[src/rtl/sblk_tx.sv]
module sblk_tx #(
  parameter int DW = 32,
  parameter int AW = 10,
  parameter int LW = 8
) (
  input  logic          clk,
  input  logic          rst_n,
  input  logic          en,
  input  logic          full_rate,
  input  logic          ckgate,
  input  logic          hs_en,
  input  logic          ready,
  input  logic [AW-1:0] base_addr,
  input  logic [LW-1:0] blk_len,
  input  logic          slow_tick,
  input  logic          pass_next,
  output logic          mem_rd_en,
  output logic [AW-1:0] mem_addr,
  input  logic [DW-1:0] mem_rdata,
  output logic          sclk,
  output logic          sdata,
  output logic          frame
);
  localparam int BW = $clog2(DW);

  typedef enum logic [2:0] {S_IDLE, S_PRE, S_WAIT, S_FRAME, S_BIT, S_POST} st_t;

  st_t           st;
  logic          div_q, sclk_q, pend, rd_q;
  logic [1:0]    cyc_q;
  logic [BW-1:0] bit_q;
  logic [LW-1:0] left_q;
  logic [AW-1:0] addr_q, maddr_q;
  logic [DW-1:0] shift_q;

  wire step   = en && (full_rate || div_q);
  wire fall   = step && sclk_q;
  wire launch = en && slow_tick && pass_next && (blk_len != '0) && (st == S_IDLE) && !pend;
  wire hold   = hs_en && !ready;

  assign sclk      = sclk_q && (!ckgate || st != S_IDLE);
  assign sdata     = (st == S_BIT) && shift_q[DW-1];
  assign frame     = (st == S_FRAME);
  assign mem_rd_en = rd_q;
  assign mem_addr  = maddr_q;

  always_ff @(posedge clk) begin
    if (!rst_n) begin
      div_q   <= 1'b0;
      sclk_q  <= 1'b0;
      pend    <= 1'b0;
      rd_q    <= 1'b0;
      st      <= S_IDLE;
      cyc_q   <= '0;
      bit_q   <= '0;
      left_q  <= '0;
      addr_q  <= '0;
      maddr_q <= '0;
      shift_q <= '0;
    end else if (!en) begin
      div_q  <= 1'b0;
      sclk_q <= 1'b0;
      pend   <= 1'b0;
      rd_q   <= 1'b0;
      st     <= S_IDLE;
    end else begin
      div_q <= ~div_q;
      rd_q  <= 1'b0;
      if (step) sclk_q <= ~sclk_q;
      if (launch) begin
        pend   <= 1'b1;
        addr_q <= base_addr;
        left_q <= blk_len;
      end
      if (fall) begin
        case (st)
          S_IDLE: if (pend) begin
            st    <= S_PRE;
            cyc_q <= '0;
            pend  <= 1'b0;
          end
          S_PRE, S_WAIT: begin
            if (st == S_PRE && cyc_q != 2'd2) cyc_q <= cyc_q + 2'd1;
            else if (hold) st <= S_WAIT;
            else begin
              st      <= S_FRAME;
              rd_q    <= 1'b1;
              maddr_q <= addr_q;
              addr_q  <= addr_q + AW'(1);
            end
          end
          S_FRAME: begin
            st      <= S_BIT;
            shift_q <= mem_rdata;
            bit_q   <= '0;
          end
          S_BIT: begin
            shift_q <= shift_q << 1;
            bit_q   <= bit_q + BW'(1);
            if (bit_q == BW'(DW - 1)) begin
              left_q <= left_q - LW'(1);
              if (left_q == LW'(1)) begin
                st    <= S_POST;
                cyc_q <= '0;
              end else if (hold) st <= S_WAIT;
              else begin
                st      <= S_FRAME;
                rd_q    <= 1'b1;
                maddr_q <= addr_q;
                addr_q  <= addr_q + AW'(1);
              end
            end
          end
          S_POST: begin
            if (cyc_q == 2'd2) st <= S_IDLE;
            else cyc_q <= cyc_q + 2'd1;
          end
          default: st <= S_IDLE;
        endcase
      end
    end
  end

  AST_READ_SINGLE: assert property (@(posedge clk) disable iff (!rst_n)
    mem_rd_en |=> !mem_rd_en);
  AST_DATA_HOLD: assert property (@(posedge clk) disable iff (!rst_n)
    (en && $past(en) && !$fell(sclk_q)) |-> ($stable(sdata) && $stable(frame)));
  AST_FRAME_QUIET: assert property (@(posedge clk) disable iff (!rst_n)
    frame |-> !sdata);
  AST_FRAME_READY: assert property (@(posedge clk) disable iff (!rst_n)
    ($rose(frame) && hs_en) |-> $past(ready));
  AST_FULL_RATE: assert property (@(posedge clk) disable iff (!rst_n)
    (en && $past(en) && full_rate && $past(full_rate)) |-> (sclk_q != $past(sclk_q)));
  AST_EN_LOW: assert property (@(posedge clk) disable iff (!rst_n)
    !en |=> (!sclk && !frame && !sdata));
endmodule

[config.mk]
export PLATFORM = sky130hd
export DESIGN_NAME = sblk_tx
export DESIGN_NICKNAME = d
export VERILOG_FILES = /design/src/rtl/sblk_tx.sv
export SDC_FILE = /design/constraint.sdc
export NUM_CORES = 1
export LEC_CHECK = 0
export ABC_AREA = 1
export BUFFER_PORTS_ARGS = -buffer_cell sky130_fd_sc_hd__buf_2
export CAP_MARGIN = 10
export CORE_UTILIZATION = 56
export CTS_CLUSTER_SIZE = 40
export DETAILED_ROUTE_END_ITERATION = 10
export GPL_ROUTABILITY_DRIVEN = 0
export PLACE_DENSITY = 0.8
export SETUP_SLACK_MARGIN = 0.3
export SYNTH_ARGS = -nofsm -noshare
export SYNTH_HDL_FRONTEND = slang
export SYNTH_SLANG_ARGS = --single-unit
[constraint.sdc]
create_clock -name clk -period 2 [get_ports clk]
set_input_delay 0.1 -clock clk [delete_from_list [all_inputs] [get_ports clk]]
set_output_delay 0.1 -clock clk [all_outputs]
set_load 0.05 [all_outputs]
# After elaboration in Yosys (flattened, before gate mapping)
# Cells that the tools add are included.
dict set report op_classes {
  n_shift 0
  div 0
  n_reduce_logical 29
  mux 40
  bitwise_logic 2
  n_eq_ne 17
  n_addsub 4
  n_lt_le_gt_ge 0
  n_mul 0
}
# cell n
set op_table {}
lappend op_table {{10-bit two-way mux} 10}
lappend op_table {{32-bit one-hot mux with 2 select lines} 1}
lappend op_table {{10-bit one-hot mux with 2 select lines} 2}
lappend op_table {{8-bit two-way mux} 4}
lappend op_table {{3-bit two-way mux} 5}
lappend op_table {{3-bit one-hot mux with 5 select lines} 1}
lappend op_table {{2-bit != test, second input constant} 7}
lappend op_table {{1-bit logical AND} 11}
lappend op_table {{10-bit by 1-bit adder with 10-bit output, second input constant} 1}
lappend op_table {{2-bit two-way mux} 5}
lappend op_table {{5-bit one-hot mux with 2 select lines} 1}
lappend op_table {{1-bit two-way mux} 9}
lappend op_table {{8-bit by 1-bit == test with 1-bit output, second input constant} 1}
lappend op_table {{2-bit one-hot mux with 4 select lines} 1}
lappend op_table {{8-bit AND reduction} 1}
lappend op_table {{8-bit nonzero test} 1}
lappend op_table {{8-bit by 1-bit subtractor with 8-bit output, second input constant} 1}
lappend op_table {{3-bit by 2-bit == test with 1-bit output, second input constant} 2}
lappend op_table {{3-bit == test, second input constant} 2}
lappend op_table {{3-bit AND reduction} 2}
lappend op_table {{6-bit AND reduction} 1}
lappend op_table {{5-bit by 1-bit adder with 5-bit output, second input constant} 1}
lappend op_table {{5-bit == test, second input constant} 1}
lappend op_table {{5-bit AND reduction} 1}
lappend op_table {{other kinds (14)} 20}
dict set report word_totals {
  n_memories 0
  regBits 74
  mem_bits_rw 0
  latchBits 0
  word_cells 103
  out_inout_bits 14
  romBits 0
}

# Logic depth before layout (Yosys ltp)
# Gate-level depths: netlist of run 1.
dict set report logic_depth {
  word_depth 11
  mapped_depth 13
}

# Worst setup path after synthesis of run 1
# Ideal clock, no wire load.
dict set report synth_timing {
  path_kind {reg-to-reg}
  startpoint {reg st[1]}
  endpoint {reg bit_q[3]}
  t_arrival_ns 1.687
  path_slack_ns 0.198
  stages_incl_launch_ff 10
  t_required_ns 1.886
  path_cell_list {dfxtp_1 inv_2 nor3_4 nand2_2 nand2_4 inv_2 nor2_2 nand3_1 xor2_1 nor2_1}
}
dict set report synth_between {
  elab_chain_len 3
}
# element line
set synth_rtl {}
lappend synth_rtl {{from (decl)} 28} ;# st_t st;
lappend synth_rtl {{from (signal assigned)} 53} ;# st <= S_IDLE;
lappend synth_rtl {{from (signal assigned)} 65} ;# st <= S_IDLE;
lappend synth_rtl {{from (signal assigned)} 78} ;# st <= S_PRE;
lappend synth_rtl {{3-bit by 2-bit == test with 1-bit output *} -}
lappend synth_rtl {{net frame} 22} ;# output logic frame
lappend synth_rtl {{2-bit nonzero test (no line)} -}
lappend synth_rtl {{3-bit AND reduction (no line)} -}
lappend synth_rtl {{to (signal assigned)} 99} ;# bit_q <= bit_q + BW'(1);
lappend synth_rtl {{to (decl)} 31} ;# logic [BW-1:0] bit_q;
# Mark *: on every way through the listed nets, which the timed path passes. The rest lies on a longest branch.
# A chain may end at the register's enable or synchronous reset.

# Worst setup path in the final report of run 1
dict set report layout_timing {
  startpoint {reg st[0]}
  endpoint {reg addr_q[8]}
}
dict set report layout_between {
  elab_chain_len 9
}
# element line
set layout_rtl {}
lappend layout_rtl {{3-bit zero test} 38} ;# wire launch = en && slow_tick && pass_next && (blk_len != '0) && (st == S_IDLE) && !pend;
lappend layout_rtl {{1-bit logical AND (2 in series)} 38}
lappend layout_rtl {{10-bit two-way mux} 70} ;# if (launch) begin
lappend layout_rtl {{10-bit two-way mux} {84, 105}}
lappend layout_rtl {{10-bit two-way mux} 102} ;# if (left_q == LW'(1)) begin
lappend layout_rtl {{10-bit two-way mux} 100} ;# if (bit_q == BW'(DW - 1)) begin
lappend layout_rtl {{10-bit one-hot mux with 2 select lines} 76} ;# case (st)
lappend layout_rtl {{10-bit two-way mux *} 75} ;# if (fall) begin
lappend layout_rtl {{to (signal assigned)} 72} ;# addr_q <= base_addr;
lappend layout_rtl {{to (signal assigned)} 89} ;# addr_q <= addr_q + AW'(1);
lappend layout_rtl {{to (signal assigned)} 110} ;# addr_q <= addr_q + AW'(1);
lappend layout_rtl {{to (decl)} 33} ;# logic [AW-1:0] addr_q, maddr_q;
# Mark *: on every way between the ends. The rest lies on a longest branch, timed or not.

==> results of run 1 <==
power by group through the flow:
| stage | Clock (mW) | Sequential [mW] | Combinational, mW |
|---|---|---|---|
| floorplan | 0 | 1.55 | 0.204 |
| global placement | 0 | 1.55 | 0.298 |
| detailed placement | 0 | 1.55 | 0.306 |
| CTS | 1.21 | 1.52 | 0.318 |
| global route | 1.27 | 1.52 | 0.380 |
| finish | 1.20 | 1.52 | 0.344 |
final cells by class:
type / instances / area, sq um
Clock inverter: 4 / 51.3
Tap cell: 96 / 120
Inverter: 64 / 251
Multi-Input combinational cell: 443 / 2320
Sequential cell: 74 / 1490
Timing Repair inverter: 2 / 12.5
Fill cell: 553 / 1890
Timing Repair Buffer: 96 / 611
Clock buffer: 11 / 151
registers in the layout, indices dropped and copies added, names as in the netlist:
| register | flops |
|---|---|
| div_q | 1 |
| addr_q | 10 |
| mem_addr | 10 |
| pend | 1 |
| sclk_q | 1 |
| shift_q | 32 |
| mem_rd_en | 1 |
| bit_q | 5 |
| cyc_q | 2 |
| st | 3 |
| left_q | 8 |
stage by stage:
| step | util, % | std cells | worst slack (ns) | total power [mW] | hold slack [ns] |
|---|---|---|---|---|---|
| 2_1_floorplan | - | 609 | 0.305 | 1.75 | 0.260 |
| 3_3_place_gp | 65.1 | 757 | 0.228 | 1.85 | 0.369 |
| 3_5_place_dp | 65.1 | 757 | 0.122 | 1.86 | 0.371 |
| 4_1_cts | 70.3 | 783 | 0.291 | 3.05 | 0.0000173 |
| 5_1_grt | 72.6 | 790 | 0.179 | 3.18 | 0.0138 |
| 6_report | 72.6 | 790 | 0.293 | 3.07 | 0.00548 |
final timing paths:
kind	startpoint	to	depth (start not counted)
min	mem_rdata[24]	shift_q[24]	3
max	st[0]	addr_q[8]	10
max reg2reg	st[0]	addr_q[8]	10
min reg2reg	div_q	div_q	1
cell usage after synthesis, types with 2 or more instances:
cell type | number | area [sq um]
nand2_1 | 177 | 664
o21ai_0 | 76 | 380
dfxtp_1 | 74 | 1480
inv_1 | 58 | 218
a21oi_1 | 43 | 215
a31oi_1 | 33 | 206
nor2_1 | 26 | 97.6
nand3_1 | 23 | 115
clkbuf_1 | 15 | 56.3
o21ai_1 | 12 | 60.1
buf_2 | 10 | 50.1
xor2_1 | 7 | 61.3
ha_1 | 6 | 75.1
inv_2 | 5 | 18.8
nand4_1 | 4 | 25.0
o211ai_1 | 4 | 30.0
buf_6 | 3 | 33.8
nand2_4 | 3 | 33.8
nor2_2 | 3 | 18.8
nor3_1 | 3 | 15.0
or2_0 | 3 | 18.8
nand2_2 | 2 | 12.5
nand3_2 | 2 | 20.0
nor2_4 | 2 | 22.5
xnor2_1 | 2 | 17.5
placed cells by master (no fill, tap or decap), drive strengths merged, types with 12 or more instances in the layout:
cell type,synthesis,routed
dfxtp,74,74
buf,15,92
nand3,26,27
o21ai,88,88
nor2,31,31
a31oi,33,33
nand2,182,183
inv,64,65
clkbuf,15,12
a21oi,43,43
repair_timing:
action,4_1_cts,5_1_grt
cloned,3,2
resized for setup,22,31
buffers inserted,5,5
endpoints found under the hold margin,3,0
pin swaps,5,8
hold buffers,3,0
endpoints found under the setup margin,28,42
critical path, cell delays in order (launching register included):
cell,delay [ns]
dfxtp_4,0.37
nor2_4,0.19
nand3_4,0.11
nor2_4,0.17
buf_4,0.13
nand2_2,0.08
nand2_1,0.11
o21ai_1,0.09
o21ai_0,0.19
inv_1,0.08
a21oi_2,0.13
cells by family (layout without fill, tap and decap cells):
logic type	count (synthesis)	after routing	synth area share (%)
adder cells (fa/ha/maj)	6	6	1.84
AO/OA/AOI/OAI	171	171	22.6
flip-flops	74	74	36.4
XOR/XNOR	9	9	1.94
AND/OR/NAND/NOR	255	257	27.5
buffers and inverters	94	177	9.68
routing by layer:
layer / track usage, % / vias to the layer above / routed length [microns]
met4: 12.2 / 0 / 216
met1: 33.3 / 2009 / 4540
met5: 0 / - / 0
li1: - / 2179 / -
met2: 47.9 / 173 / 5200
met3: 3.51 / 21 / 644
==> run metrics, run 1 <==
Ports=73; nets=755; total negative slack=0 ns; asr flop ratio synth=0%; fin. max-slew vios=0; Max FO, Critical Path=6; Core Box Area=6910 sq um; number of synthesized flops with an enable pin=0; dpl cell area=4490 sq um; Syn Nets=674; Synth-to-Final Area Change=23.1%; sw frac=25.9%; final global-route overflow total=0; Antenna diodes=0; post-route cell area=5010 sq um; r2r setup slk=0.29 ns; Pwr Density=612 nW/um^2; NetSw=0.794 mW; CTS sink cnt=74; Worst Hold Class=input port to register; die width=87.3 microns; H-tree Lvls=3; FP Rows=30; via count=4382; remaining antenna violation count=0; Synth Flop Type=dfxtp_1; YS warnings=0; synthesized area=4070 sq um; initial antenna violation count=0; drt pass-1 iters=5; Wirelength per Cell=13.4 microns; WP data arrival=2.00 ns; DRC=0; Unique masters post-synth=38; Clk Latency, worst-skew pair=0.35 ns; RSZ-0062 raised after global routing=true; clk slew on worst S/H paths=0.08 ns; actual slew at the worst max-slew pin=0.456 ns; die height=87.3 microns; Via density=5.55; Comb pwr share=11.2%; worst path required time=2.29 ns; Clock Skew=0.00799 ns; Initial Utilization=58.9%; vias in the first global route=3841; internal power=2.27 mW; worst-case clock buffer depth=2; Final Hold Vio Count=0; drt total wl=10.6 mm; Final setup viols=0; P_leak=2.26 nW; Flop pwr share=49.6%; max_cap viols=0; Post-Syn Instances=609; syn avg cell area=6.69 sq um; CTS tree=yes; Detail Placement HPWL=6.68 mm; CP Launch Type=register; min Tclk post-route=1.71 ns; gr usage total=27.3%; number of buffers created by CTS=9; first-pass GRT wire length=16.5 mm; flops & latches, synth=74; fmax=586 MHz; sequential-to-total area share from yosys stat=36.4%; Die ar.=7620 sq um; status=complete, no violations; layout cells sized above 1=24.1%; CTS root buffer=clkbuf_8; critical path class=register to register; largest net degree at the start of global routing=63; peak supply drop=0.000591 V; Critical Path Sink Type=register; initial detailed-routing violation count=262; IO Port Bufs=72; Tcrit/Tclk final=85.4%; clock share of power=39.2%; max_slew headroom=69.6%
Note: power is estimated with default switching activity, not from simulation.
==> run 2, diff against run 1 <==
Settings changed: GPL_TIMING_DRIVEN set to 0.
==> run 2 against run 1 <==
Clock-buffer cell count stayed put. Final cell count is 2.8% higher. Critical endpoint is now addr_q[2]. Core utilization is 1.3 points higher.
==> run metrics, run 2 (synthesis results as in run 1) <==
status=complete, no violations; Synth-to-Final Area Change=25.3%; P_leak=2.32 nW (+2.8%); clk slew on worst S/H paths=0.08 ns (about the same); final cell count without fillers=812 (+2.8%); die width=87.3 microns (unchanged); remaining antenna violation count=0 (unchanged); H-tree Lvls=3 (unchanged); gr usage total=29.6% (+2.3 points); Post-Route Utilization=73.9% (+1.3 points); worst-case clock buffer depth=2 (unchanged); Wirelength per Cell=14.5 microns (+8.2%); post-route cell area=5100 sq um (+1.8%); Worst Hold Class=input port to register; min Tclk post-route=1.83 ns (+0.122 ns); CTS tree=yes; nets=777 (+2.9%); Pwr Density=630 nW/um^2 (+2.9%); via count=4585 (+4.6%); total negative slack=0 ns (unchanged); CTS root buffer=clkbuf_8; layout cells sized above 1=25.4% (+1.4 points); fin. max-slew vios=0 (unchanged); Core Box Area=6910 sq um (unchanged); commonest non-fill, non-tap cell in the layout=nand2_1; Initial Utilization=58.9% (unchanged); Critical Path Sink Type=register; number of buffers created by CTS=9 (unchanged); worst path required time=2.27 ns (-0.02 ns); max_slew headroom=63.0% (-6.6 points); CTS sink cnt=74 (unchanged); Antenna diodes=0 (unchanged); peak supply drop=0.000489 V (-17%); IO Port Bufs=71 (-1.4%); max_cap viols=0 (unchanged); Fill cells=582 (+5.2%); RSZ-0062 raised after global routing=true; initial antenna violation count=0 (unchanged); first-pass GRT wire length=17.9 mm (+8.4%); Tcrit/Tclk final=91.5% (+6.1 points); number of flip-flops in the largest register=32 (unchanged); Via density=5.65 (+1.8%); Ports=73 (unchanged); DRC=0 (unchanged); dpl cell area=4550 sq um (+1.3%); critical path class=register to register; initial detailed-routing violation count=426 (+63%); Clk Latency, worst-skew pair=0.36 ns (about the same); Detail Placement HPWL=7.48 mm (+12%); area occupied by multi-input gates=2330 sq um (+0.43%); fmax=547 MHz (-6.7%); largest net degree at the start of global routing=13 (-79%); Max FO, Critical Path=5 (-1); Final Hold Vio Count=0 (unchanged); WP data arrival=2.10 ns (+0.10 ns); Clock Skew=0.0128 ns (+0.00479 ns); actual slew at the worst max-slew pin=0.556 ns (+0.0992 ns); Reg with most FFs=shift_q; die height=87.3 microns (unchanged); Hold WS=0.00650 ns (+0.00101 ns); vias in the first global route=4014 (+4.5%); Sequential Area=1500 sq um (+0.17%); Final setup viols=0 (unchanged); drt pass-1 iters=5 (unchanged); DP Cell Count=776 (+2.5%); drt total wl=11.8 mm (+11%); final global-route overflow total=0 (unchanged); CP Launch Type=register; most frequent cells in the layout=nand2_1, buf_2, dfxtp_1; FP Rows=30 (unchanged); Die ar.=7620 sq um (unchanged)
[run 2: worst paths after layout]
check,from,end,slack [ns],cells after the start
setup / recovery,bit_q[1],addr_q[2],0.17,12
hold / removal,mem_rdata[13],shift_q[13],0.006,3
setup reg to reg,bit_q[1],addr_q[2],0.17,12
hold reg to reg,div_q,div_q,0.44,1
[run 2: cell type report]
cell class                 instances  area share (%)
buffer                            30            3.21
clock buffer                      11            2.99
clock inverter                     4            1.45
tap                               96            2.35
inverter                          64            4.91
timing repair buffer              89            9.93
sequential                        74            29.3
timing repair inverter             1           0.123
multi-input combinational        443            45.7
[run 2: metrics by stage]
step           setup slack, ns  total power [mW]
5_1_grt               0.000376              3.31
2_1_floorplan            0.305              1.75
3_3_place_gp             0.105              1.86
4_1_cts                  0.264              3.19
6_report                 0.171              3.21
3_5_place_dp            0.0774              1.87
[run 2: worst max-delay path, stage by stage (launching register included)]
cell     delay (ns)
dfxtp_4        0.37
ha_4           0.14
nand2_2        0.05
nor2_2         0.11
ha_2           0.17
inv_2          0.05
nor2_4         0.13
nand2_2        0.08
nand2_4        0.09
nand3_4        0.14
o21ai_1        0.18
inv_1          0.06
a21oi_1        0.17
[run 2: where the power goes]
group	internal [mW]	leakage [nW]	switching (mW)
Combinational	0.137	1.60	0.208
Sequential	1.49	0.603	0.0254
Clock	0.773	0.115	0.576
Total	2.40	2.32	0.809
[run 2: what timing repair did]
| item | 4_1_cts | 5_1_grt |
|---|---|---|
| buffers inserted | 3 | 12 |
| pin swaps | 2 | 28 |
| resized for setup | 17 | 57 |
| endpoints found under the setup margin | 29 | 65 |
| hold buffers | 1 | 0 |
| cloned | 3 | 2 |
| hold endpoints to repair | 1 | 0 |
[run 2: per-layer routing]
layer,vias up,share of wire [%],routed length [microns],global-route usage (%)
met2,204,49,5830,51.2
met4,0,3.0,358,14.2
li1,2225,-,-,-
met1,2114,42,4890,36.3
met3,42,6.0,701,4.08
met5,-,0,0,0
